### src/rtl/irqv_pkg.sv
package irqv_pkg;

    typedef enum logic [2:0] {
        ST_IDLE = 3'd0,
        ST_PEND = 3'd1,
        ST_ACK  = 3'd2,
        ST_SERV = 3'd3,
        ST_HOLD = 3'd4
    } irqv_state_e;

    typedef struct packed {
        irqv_state_e state;
        logic        queued;
        logic        req_prev;
        logic        int_n;
        logic        oe;
    } irqv_ctl_t;

    localparam irqv_ctl_t CTL_RESET = '{
        state:    ST_IDLE,
        queued:   1'b0,
        req_prev: 1'b0,
        int_n:    1'b1,
        oe:       1'b0
    };

    localparam int CTL_CLEAR_BIT = 0;
    localparam int CTL_MODE_BIT  = 1;

endpackage

### src/rtl/irqv_sync.sv
module irqv_sync #(
    parameter int STAGES = 2,
    parameter int WIDTH  = 2,
    parameter logic [WIDTH-1:0] RESET_VAL = '1
) (
    input  logic             clk,
    input  logic             rst_n,
    input  logic [WIDTH-1:0] async_in,
    output logic [WIDTH-1:0] sync_out
);
    logic [WIDTH-1:0] chain_q [STAGES];
    logic [WIDTH-1:0] chain_d [STAGES];

    generate
        for (genvar s = 0; s < STAGES; s++) begin : g_stage
            if (s == 0) begin : g_first
                assign chain_d[s] = async_in;
            end else begin : g_next
                assign chain_d[s] = chain_q[s-1];
            end

            always_ff @(posedge clk or negedge rst_n) begin
                if (!rst_n) chain_q[s] <= RESET_VAL;
                else        chain_q[s] <= chain_d[s];
            end
        end
    endgenerate

    assign sync_out = chain_q[STAGES-1];
endmodule

### src/rtl/irqv_regs.sv
module irqv_regs
    import irqv_pkg::*;
#(
    parameter int VEC_W = 8,
    parameter logic [VEC_W-1:0] VEC_RESET = '0
) (
    input  logic             clk,
    input  logic             rst_n,
    input  logic             wr_en,
    input  logic             wr_addr,
    input  logic [VEC_W-1:0] wr_data,
    output logic [VEC_W-1:0] vector_q,
    output logic             level_q,
    output logic             clear_pulse
);
    logic [VEC_W-1:0] vector_d;
    logic             level_d;
    logic             wr_vec;
    logic             wr_ctl;

    always_comb begin
        wr_vec      = wr_en && !wr_addr;
        wr_ctl      = wr_en &&  wr_addr;
        vector_d    = vector_q;
        level_d     = level_q;
        clear_pulse = wr_ctl && wr_data[CTL_CLEAR_BIT];
        if (wr_vec) vector_d = wr_data;
        if (wr_ctl) level_d  = wr_data[CTL_MODE_BIT];
    end

    always_ff @(posedge clk or negedge rst_n) begin
        if (!rst_n) begin
            vector_q <= VEC_RESET;
            level_q  <= 1'b0;
        end else begin
            vector_q <= vector_d;
            level_q  <= level_d;
        end
    end
endmodule

### src/rtl/irqv_responder.sv
module irqv_responder
    import irqv_pkg::*;
#(
    parameter int VEC_W       = 8,
    parameter int SYNC_STAGES = 2
) (
    input  logic             clk,
    input  logic             rst_n,
    input  logic             src_req,
    input  logic             reg_wr_en,
    input  logic             reg_wr_addr,
    input  logic [VEC_W-1:0] reg_wr_data,
    input  logic             m1_n,
    input  logic             iorq_n,
    input  logic             iei,
    output logic             ieo,
    output logic             int_n,
    output logic [VEC_W-1:0] dbus_out,
    output logic             dbus_oe
);
    localparam int BUS_W = 2;

    logic [VEC_W-1:0] vector_q;
    logic             level_mode;
    logic             clear_pulse;
    logic [BUS_W-1:0] strobe_sync;
    logic             m1_sync;
    logic             iorq_sync;
    logic             ack_sync;
    logic             bus_idle_sync;
    logic             src_rise;
    logic             start_new;
    logic             clear_ok;

    irqv_ctl_t ctl_d;
    irqv_ctl_t ctl_q;

    irqv_regs #(.VEC_W(VEC_W)) u_regs (
        .clk         (clk),
        .rst_n       (rst_n),
        .wr_en       (reg_wr_en),
        .wr_addr     (reg_wr_addr),
        .wr_data     (reg_wr_data),
        .vector_q    (vector_q),
        .level_q     (level_mode),
        .clear_pulse (clear_pulse)
    );

    irqv_sync #(.STAGES(SYNC_STAGES), .WIDTH(BUS_W), .RESET_VAL('1)) u_sync (
        .clk      (clk),
        .rst_n    (rst_n),
        .async_in ({iorq_n, m1_n}),
        .sync_out (strobe_sync)
    );

    assign m1_sync       = strobe_sync[0];
    assign iorq_sync     = strobe_sync[1];
    assign ack_sync      = !m1_sync && !iorq_sync;
    assign bus_idle_sync =  m1_sync &&  iorq_sync;

    always_comb begin
        ctl_d          = ctl_q;
        ctl_d.req_prev = src_req;
        src_rise       = src_req && !ctl_q.req_prev;
        start_new      = ctl_q.queued || src_rise;
        clear_ok       = clear_pulse &&
                         (ctl_q.state != ST_IDLE) && (ctl_q.state != ST_ACK);

        unique case (ctl_q.state)
            ST_IDLE: begin
                if (src_rise) ctl_d.state = ST_PEND;
            end
            ST_PEND: begin
                if (clear_pulse)            ctl_d.state = start_new ? ST_PEND : ST_IDLE;
                else if (ack_sync && iei)   ctl_d.state = ST_ACK;
            end
            ST_ACK: begin
                if (bus_idle_sync)          ctl_d.state = level_mode ? ST_HOLD : ST_SERV;
            end
            ST_SERV: begin
                if (clear_pulse)            ctl_d.state = start_new ? ST_PEND : ST_IDLE;
            end
            ST_HOLD: begin
                if (clear_pulse)            ctl_d.state = start_new ? ST_PEND : ST_IDLE;
                else if (ack_sync && iei)   ctl_d.state = ST_ACK;
            end
            default: ctl_d.state = ST_IDLE;
        endcase

        if (src_rise && ctl_q.state != ST_IDLE) ctl_d.queued = 1'b1;
        if (clear_ok)                           ctl_d.queued = 1'b0;

        ctl_d.int_n = !(ctl_d.state inside {ST_PEND, ST_ACK, ST_HOLD});
        ctl_d.oe    = (ctl_d.state == ST_ACK) && ack_sync && iei;
    end

    always_ff @(posedge clk or negedge rst_n) begin
        if (!rst_n) ctl_q <= CTL_RESET;
        else        ctl_q <= ctl_d;
    end

    assign int_n    = ctl_q.int_n;
    assign dbus_oe  = ctl_q.oe;
    assign dbus_out = ctl_q.oe ? vector_q : '0;
    assign ieo      = iei && (ctl_q.state == ST_IDLE);

endmodule

### config.mk
export PLATFORM = sky130hd
export DESIGN_NAME = irqv_responder
export DESIGN_NICKNAME = d
export VERILOG_FILES = /design/src/rtl/irqv_pkg.sv /design/src/rtl/irqv_sync.sv /design/src/rtl/irqv_regs.sv /design/src/rtl/irqv_responder.sv
export SDC_FILE = /design/constraint.sdc
export NUM_CORES = 1
export LEC_CHECK = 0
export ABC_AREA = 1
export BUFFER_PORTS_ARGS = -buffer_cell sky130_fd_sc_hd__buf_2
export CAP_MARGIN = 20
export CORE_ASPECT_RATIO = 1.75
export CORE_MARGIN = 8
export CORE_UTILIZATION = 40
export DETAILED_ROUTE_END_ITERATION = 6
export GPL_TIMING_DRIVEN = 0
export SYNTH_ARGS = -nofsm -noshare
export SYNTH_HDL_FRONTEND = slang
export SYNTH_HIERARCHICAL = 1
export SYNTH_SLANG_ARGS = --single-unit
### constraint.sdc
create_clock -name clk -period 1.39 [get_ports clk]
set_input_delay 0.0695 -clock clk [delete_from_list [all_inputs] [get_ports clk]]
set_output_delay 0.0695 -clock clk [all_outputs]
set_load 0.02 [all_outputs]
# Word level (Yosys, flattened, before mapping)
# Cells that the tools add are included.
[classes]
eq_ne = 8
n_mux = 11
n_reduce_logical = 24
[op_table]
columns = ["cell", "count"]
rows = [
  ["$mux 3", 6],
  ["$logic_and 1x1->1", 13],
  ["$pmux 3 s4", 1],
  ["$eq 3x2->1 const B", 3],
  ["$mux 8", 1],
  ["$eq 3x1->1 const B", 2],
  ["$eq 3x3->1 const B", 2],
  ["$reduce_bool 3->1", 2],
  ["$logic_not 1->1", 5],
  ["$logic_not 3->1", 1],
  ["$mux 1", 3],
  ["$ne 3x2->1 const B", 1],
  ["$reduce_bool 2->1", 1],
  ["$reduce_or 2->1", 1],
  ["$logic_or 1x1->1", 1],
]
[totals]
register_bits = 20
output_inout_bits = 11
word_cells = 52

# Longest topological paths before layout
# Gate-level depths: netlist of the first run.
[logic_depth]
ltp_word = 9
mapped_depth = 12
mapped_depth_nobuf = 11

# By module
# Netlist of the first run, hierarchy kept.
[by_module_without_submodules]
columns = ["module", "instances", "cells_per_inst", "area_per_inst_um2", "seq_area_each_um2"]
rows = [
  ["irqv_responder", 1, 73, 457.9, 176.4],
  ["irqv_regs", 1, 42, 366.6, 225.2],
  ["irqv_sync", 1, 4, 105.1, 105.1],
]

# Least setup slack after synthesis of the first run
# Ideal clock, no wire load.
[synth_timing]
kind = "flip-flop to flip-flop"
startpoint = "register u_sync.chain_q (netlist bit u_sync/sync_out[0])"
endpoint = "register ctl_q (netlist bit int_n)"
setup_time_ns = 0.067
arrival_ns = 1.132
setup_slack_ns = 0.191
stages_incl_launch_ff = 9
n_path_buf = 0
period_less_slack_ns = 1.199
cell_sequence = "dfstp_2 > nand2_1 > nor2_1 > nor2_1 > nor2_1 > nand2_2 > nand3_1 > nand2_1 > nor2_1"
[synth_lines]
columns = ["item", "line", "text"]
rows = [
  ["start: declaration", "irqv_sync.sv:11", "logic [WIDTH-1:0] chain_q [STAGES];"],
  ["start signal: indexed assignment", "irqv_sync.sv:24", "else chain_q[s] <= chain_d[s];"],
  ["end signal: assignment", "irqv_responder.sv:99", "else ctl_q <= ctl_d;"],
  ["end: declaration", "irqv_responder.sv:36", "irqv_ctl_t ctl_q;"],
]

==> impl_metrics.py, run 1 <==
metrics = {
    "job": {
        "cap_violations": 0,
    },
    "timing": {
        "slew_headroom_pct": 71.3,
        "final.min_clock_period_ns": 1.31,
        "clock_skew_ns": 0.00561,
        "final.period_utilization_pct": 94.4,
        "setup_violations": 0,
        "holdWs_ns": 0.0543,
        "finalMaxSlewViolations": 0,
        "rsz0062_at_grt": "true",
        "tightest_slew_ns": 0.431,
        "setup_ws_ns": 0.0773,
        "finalHoldViolCount": 0,
        "fmax_ghz": 0.762,
    },
    "placed_design": {
        "dpl_worst_slack_ns": -0.0284,
        "dp_hpwl_um": 1610,
        "place_area_um2": 1090,
        "gp_congestion": 0.783,
        "port_buffers": 26,
    },
    "power": {
        "pwr-share-clk_pct": 25.8,
        "irDropWorstVdd_v": 0.000613,
        "p_sw_share_pct": 31.5,
        "power_density_nw_per_um2": 1350,
        "p_sw_uw": 524,
        "pwr-share-seq_pct": 45.2,
        "leakage_uw": 0.000725,
        "intPower_uw": 1140,
        "combPwrFrac_pct": 29.0,
    },
    "worst_setup_path": {
        "critPathKind": "flop to flop",
        "endpoint_kind": "flop",
        "reg2regPathDepth": 8,
        "path_cells": "nand2_4, nand2_1, o21ai_1, a21oi_2, nand2_1, nand2_1, nand2_2, nor2_2",
        "r2r-end": "int_n",
        "reg2reg_from": "u_sync/sync_out[0]",
        "path_common_cell": "nand2_1",
        "crit_arrival_ns": 1.50,
        "cp_max_fo": 4,
        "setup.worst_path.start_class": "flop",
        "critPathMaxStageDelay_ns": 0.56,
        "r2r_slack_ns": 0.08,
        "worstPathRequired_ns": 1.58,
        "slowest_stage": "dfstp_2",
    },
    "clock_tree": {
        "clk_pin_slew_worst_paths_ns": 0.07,
        "h-tree-depth": 1,
        "clock_latency_ns": 0.25,
        "cts_buffers": 3,
        "cts_tree": "built",
        "clock-sinks": 20,
        "cts.path.max_buffers": 2,
        "cts-root-buf": "clkbuf_8",
    },
    "floorplanning": {
        "die-area_um2": 4180,
        "core_um2": 2240,
        "initial_core_util_pct": 41.4,
        "die_w_um": 52.4,
        "rows": 23,
        "die_y_um": 79.8,
        "ios": 27,
    },
    "min_path": {
        "hold_end": "u_regs/vector_q[4]",
        "whs_path_depth": 3,
        "hp-class": "input port to flop",
        "min_from": "reg_wr_data[4]",
    },
    "drt": {
        "routed_wl_um": 2020,
        "vias_per_cell": 4.60,
        "ant_nets": 0,
        "vias": 828,
        "drt_iter0_drc": 9,
        "avgRoutedWirePerCell_um": 11.2,
        "drt-pass1-iter-count": 4,
        "drc": 0,
    },
    "layout": {
        "regArea_um2": 508,
        "antennaDiodeCount": 0,
        "nNetsFinal": 172,
        "fillers": 227,
        "multiInputGateArea_um2": 370,
        "syn2layout_area_growth_pct": 32.6,
        "fin_area_um2": 1230,
        "drive_gt1_share_pct": 32.9,
    },
    "grt": {
        "grt_max_degree": 21,
        "antenna_found_initial": 0,
        "grt_pass1_wl_um": 3480,
        "grtUsageTotal_pct": 10.8,
        "grt_pass1_vias": 827,
        "overflow": 0,
    },
    "synth": {
        "synth_cell_types": 17,
        "yosysWarnings": 6,
        "synth_cells": 119,
        "synth_area_per_cell_um2": 7.81,
        "synth_nets": 135,
        "syn_area_um2": 930,
        "ys_ff_latch": 20,
        "synth_seq_area_share_pct": 54.5,
    },
    "status": {
        "status": "complete, no violations",
    },
}
==> sequential cells by signal (all words and copies together) (netlist names) <==
name,cells
int_n,1
dbus_oe,1
u_sync/chain_d,2
ctl_q,5
u_regs/level_q,1
u_regs/vector_q,8
u_sync/sync_out,2
==> synth_stat cells <==
| master | count | area share (%) |
|---|---|---|
| a22oi_1 | 1 | 0.81 |
| buf_4 | 1 | 0.81 |
| a21oi_2 | 1 | 0.94 |
| a21oi_1 | 1 | 0.54 |
| o21ai_0 | 2 | 1.1 |
| nand2_2 | 3 | 2.0 |
| a31oi_1 | 2 | 1.3 |
| dfstp_2 | 5 | 14 |
| clkbuf_1 | 1 | 0.40 |
| nand4_1 | 1 | 0.67 |
| nand3_1 | 12 | 6.5 |
| inv_1 | 18 | 7.3 |
| nand2_1 | 41 | 17 |
| nor2_2 | 2 | 1.3 |
| dfrtp_1 | 15 | 40 |
| nor2_1 | 12 | 4.8 |
| inv_2 | 1 | 0.40 |
==> placed cells by master (no fill, tap or decap), types with 3 or more instances in the layout <==
cell type and count:
nor2_1 10, nand2_1 39, buf_2 26, dlygate4sd3_1 4, dfstp_2 5, nand3_1 11, inv_1 18, clkbuf_8 4
nand2_2 4, buf_4 3, dfrtp_1 14
==> power groups by stage <==
stage	Clock (µW)	Combinational (µW)	Sequential, µW
floorplan	0	272	763
global placement	0	397	751
detailed placement	0	408	755
CTS	438	418	744
global route	465	547	766
finish	429	483	752
==> worst max-delay path by stage <==
stage	start	to	slack (ns)	cells past startpoint
3_3_place_gp	reg_wr_en	int_n	0.0004	11
4_1_cts	ctl_q[4]	ieo	0.02	4
5_1_grt	u_sync/sync_out[0]	int_n	-0.03	8
3_5_place_dp	reg_wr_en	int_n	-0.03	11
6_report	u_sync/sync_out[0]	int_n	0.08	8
2_1_floorplan	u_sync/sync_out[0]	int_n	0.19	8
==> cells by family (layout without fill, tap and decap cells) <==
group,count (synthesis),after routing,share of synthesized area [%]
AOI/OAI and AO/OA,7,7,4.71
and+or+nand+nor,71,71,31.9
DFF,20,20,54.5
buffers and inverters,21,57,8.88
==> through the flow <==
step | cells | utilization (%) | total power [µW] | TNS [ns]
after floorplan | 119 | - | 1040 | 0
after global placement | 170 | 48.6 | 1150 | 0
after detailed placement | 170 | 48.6 | 1160 | -0.0284
after CTS | 178 | 52.8 | 1600 | 0
after global routing | 180 | 54.9 | 1780 | -0.0337
final | 180 | 54.9 | 1660 | 0
==> layout make-up <==
cell class	instances	area share [%]
sequential	20	41.2
multi-input combinational	78	30.1
timing repair buffer	32	15.0
inverter	19	5.79
clock buffer	4	4.47
tap	25	2.54
buffer	2	0.914
==> layer usage <==
layer	vias up	share of wire [%]	track usage, %
met5	-	0	0
met4	0	1.2	4.69
met3	2	5.2	3.36
met2	22	52	18.5
met1	369	42	11.4
li1	435	-	-
==> critical path, delay by kind of cell, from the launching register on <==
family             cells  cell delay (ns)
DFF                    1             0.56
and+or+nand+nor        6             0.43
AOI/OAI and AO/OA      2             0.27
==> timing repair <==
item,in CTS,in global routing
hold buffers,4,0
resized for setup,0,10
endpoints found under the setup margin,0,3
endpoints found under the hold margin,18,0
setup buffers,0,2
No activity file was read; power rests on OpenSTA's default activity.
==> run 2, diff against run 1 <==
--- a/config.mk
+++ b/config.mk
@@ -13,6 +13,7 @@
 export CORE_UTILIZATION = 40
 export DETAILED_ROUTE_END_ITERATION = 6
 export GPL_TIMING_DRIVEN = 0
+export HOLD_SLACK_MARGIN = 0.06
 export SYNTH_ARGS = -nofsm -noshare
 export SYNTH_HDL_FRONTEND = slang
 export SYNTH_HIERARCHICAL = 1
==> impl_metrics.py, run 2 (synthesis gave the netlist of run 1 again) <==
metrics = {
    "layout": {
        "syn2layout_area_growth_pct": 35.8,
        "top_regs": "u_regs/vector_q: 8 flops, ctl_q: 5 flops",
        "fin_util_pct": 56.2,
        "final_cell_mix": "nand2_1 (39), buf_2 (26), inv_1 (18)",
        "drive_gt1_share_pct": 32.3,
        "fin_cells": 183,
        "fillers": 221,
        "largest_reg_flops": 8,
        "nNetsFinal": 175,
        "regMostFlops": "u_regs/vector_q",
        "antennaDiodeCount": 0,
        "final_common_cell": "nand2_1",
    },
    "worst_setup_path": {
        "critPathTopFamily": "flip-flops",
        "setup.worst_path.start_class": "flop",
        "crit_arrival_ns": 1.50,
        "critPathMaxStageDelay_ns": 0.56,
        "r2r_slack_ns": 0.08,
        "cp_max_fo": 4,
        "endpoint_kind": "flop",
        "worstPathRequired_ns": 1.58,
        "critPathKind": "flop to flop",
        "path_common_cell": "nand2_1",
        "path_cells": "nand2_4, nand2_1, o21ai_1, a21oi_2, nand2_1, nand2_1, nand2_2, nor2_2",
        "slowest_stage": "dfstp_2",
        "worst-path-buf-inv": 0,
    },
    "drt": {
        "drt_iter0_drc": 9,
        "vias": 845,
        "routed_wl_um": 2040,
        "avgRoutedWirePerCell_um": 11.1,
        "ant_nets": 0,
        "drc": 0,
        "drt-pass1-iter-count": 4,
        "vias_per_cell": 4.62,
    },
    "timing": {
        "final.min_clock_period_ns": 1.31,
        "tightest_slew_ns": 0.431,
        "setup_violations": 0,
        "rsz0062_at_grt": "true",
        "finalHoldViolCount": 0,
        "final.period_utilization_pct": 94.4,
        "clock_skew_ns": 0.00571,
        "slew_headroom_pct": 71.2,
        "holdWs_ns": 0.0629,
        "fmax_ghz": 0.762,
        "finalMaxSlewViolations": 0,
    },
    "grt": {
        "grtUsageMet1_pct": 11.4,
        "overflow": 0,
        "grt_max_degree": 21,
        "grt_pass1_wl_um": 3550,
        "grt_pass1_vias": 840,
        "antenna_found_initial": 0,
        "grt.met3_usage_pct": 3.36,
        "grt_util_met2_pct": 19.1,
        "top_usage_layer": "met2",
        "grtUsageTotal_pct": 10.9,
    },
    "clock_tree": {
        "cts.path.max_buffers": 2,
        "clk_pin_slew_worst_paths_ns": 0.07,
        "clock_latency_ns": 0.25,
        "cts_tree": "built",
        "cts_buffers": 3,
        "clock-sinks": 20,
        "cts-root-buf": "clkbuf_8",
        "h-tree-depth": 1,
    },
    "floorplanning": {
        "initial_core_util_pct": 41.4,
        "die_w_um": 52.4,
        "core_um2": 2240,
        "die-area_um2": 4180,
        "die_y_um": 79.8,
        "rows": 23,
        "ios": 27,
    },
    "min_path": {
        "hp-class": "input port to flop",
    },
    "placed_design": {
        "dp_hpwl_um": 1610,
        "place_inst": 170,
        "gp_congestion": 0.783,
        "port_buffers": 26,
    },
    "power": {
        "leakage_uw": 0.000738,
        "power_density_nw_per_um2": 1320,
        "irDropWorstVdd_v": 0.000612,
    },
    "job": {
        "cap_violations": 0,
    },
    "status": {
        "status": "complete, no violations",
    },
}
==> run 2: changes by cell type in the layout (fill, tap and decap cells not counted) <==
cell           before  now
dlygate4sd3_1       4    7
==> run 2: per-layer routing <==
layer	share of wire (%)	up-vias
li1	-	441
met1	41	380
met2	53	22
met3	5.1	2
met4	1.2	0
met5	0	-
==> run 2: path summary, 6_finish.rpt <==
path	from	end	cells after the start
max	u_sync/sync_out[0]	int_n	8
min	reg_wr_data[7]	u_regs/vector_q[7]	3
max reg2reg	u_sync/sync_out[0]	int_n	8
min reg2reg	u_sync/chain_d[1]	u_sync/sync_out[1]	0
max in group asynchronous	rst_n	int_n	2
min in group asynchronous	rst_n	ctl_q[2]	2
==> run 2: power breakdown <==
part / leakage [µW] / total, µW / switching (µW) / internal, µW
clock: 0.0000288 / 429 / 177 / 251
sequential: 0.000239 / 752 / 62.9 / 689
combinational: 0.000470 / 489 / 284 / 205
==> run 2: layout make-up <==
class / instances / area [µm²] / share of cell area (%)
plain buffers: 2 / 11.3 / 0.892
multi-input cells: 78 / 370 / 29.3
clock buffers: 4 / 55.1 / 4.36
repair buffers: 35 / 215 / 17.0
well taps: 25 / 31.3 / 2.48
flip-flops and latches: 20 / 508 / 40.2
inverters: 19 / 71.3 / 5.65
==> run 2: repair_timing <==
item,CTS,global route
setup buffers,0,2
hold buffers,7,0
resized for setup,0,10
hold endpoints to repair,22,0
setup endpoints to repair,0,3
==> run 2: worst reg2reg max path, cell delays in order, from the launching register on <==
cell,delay (ns)
dfstp_2,0.56
nand2_4,0.07
nand2_1,0.05
o21ai_1,0.07
a21oi_2,0.20
nand2_1,0.09
nand2_1,0.08
nand2_2,0.05
nor2_2,0.09
==> run 2: stage by stage <==
| stage | setup slack [ns] | setup TNS (ns) | total power (µW) | instance area [µm²] |
|---|---|---|---|---|
| 2_1_floorplan | 0.191 | 0 | 1040 | 930 |
| 3_3_place_gp | 0.000373 | 0 | 1150 | 1090 |
| 3_5_place_dp | -0.0284 | -0.0284 | 1160 | 1090 |
| 4_1_cts | 0.0214 | 0 | 1610 | 1220 |
| 5_1_grt | -0.0337 | -0.0337 | 1790 | 1260 |
| 6_report | 0.0772 | 0 | 1670 | 1260 |
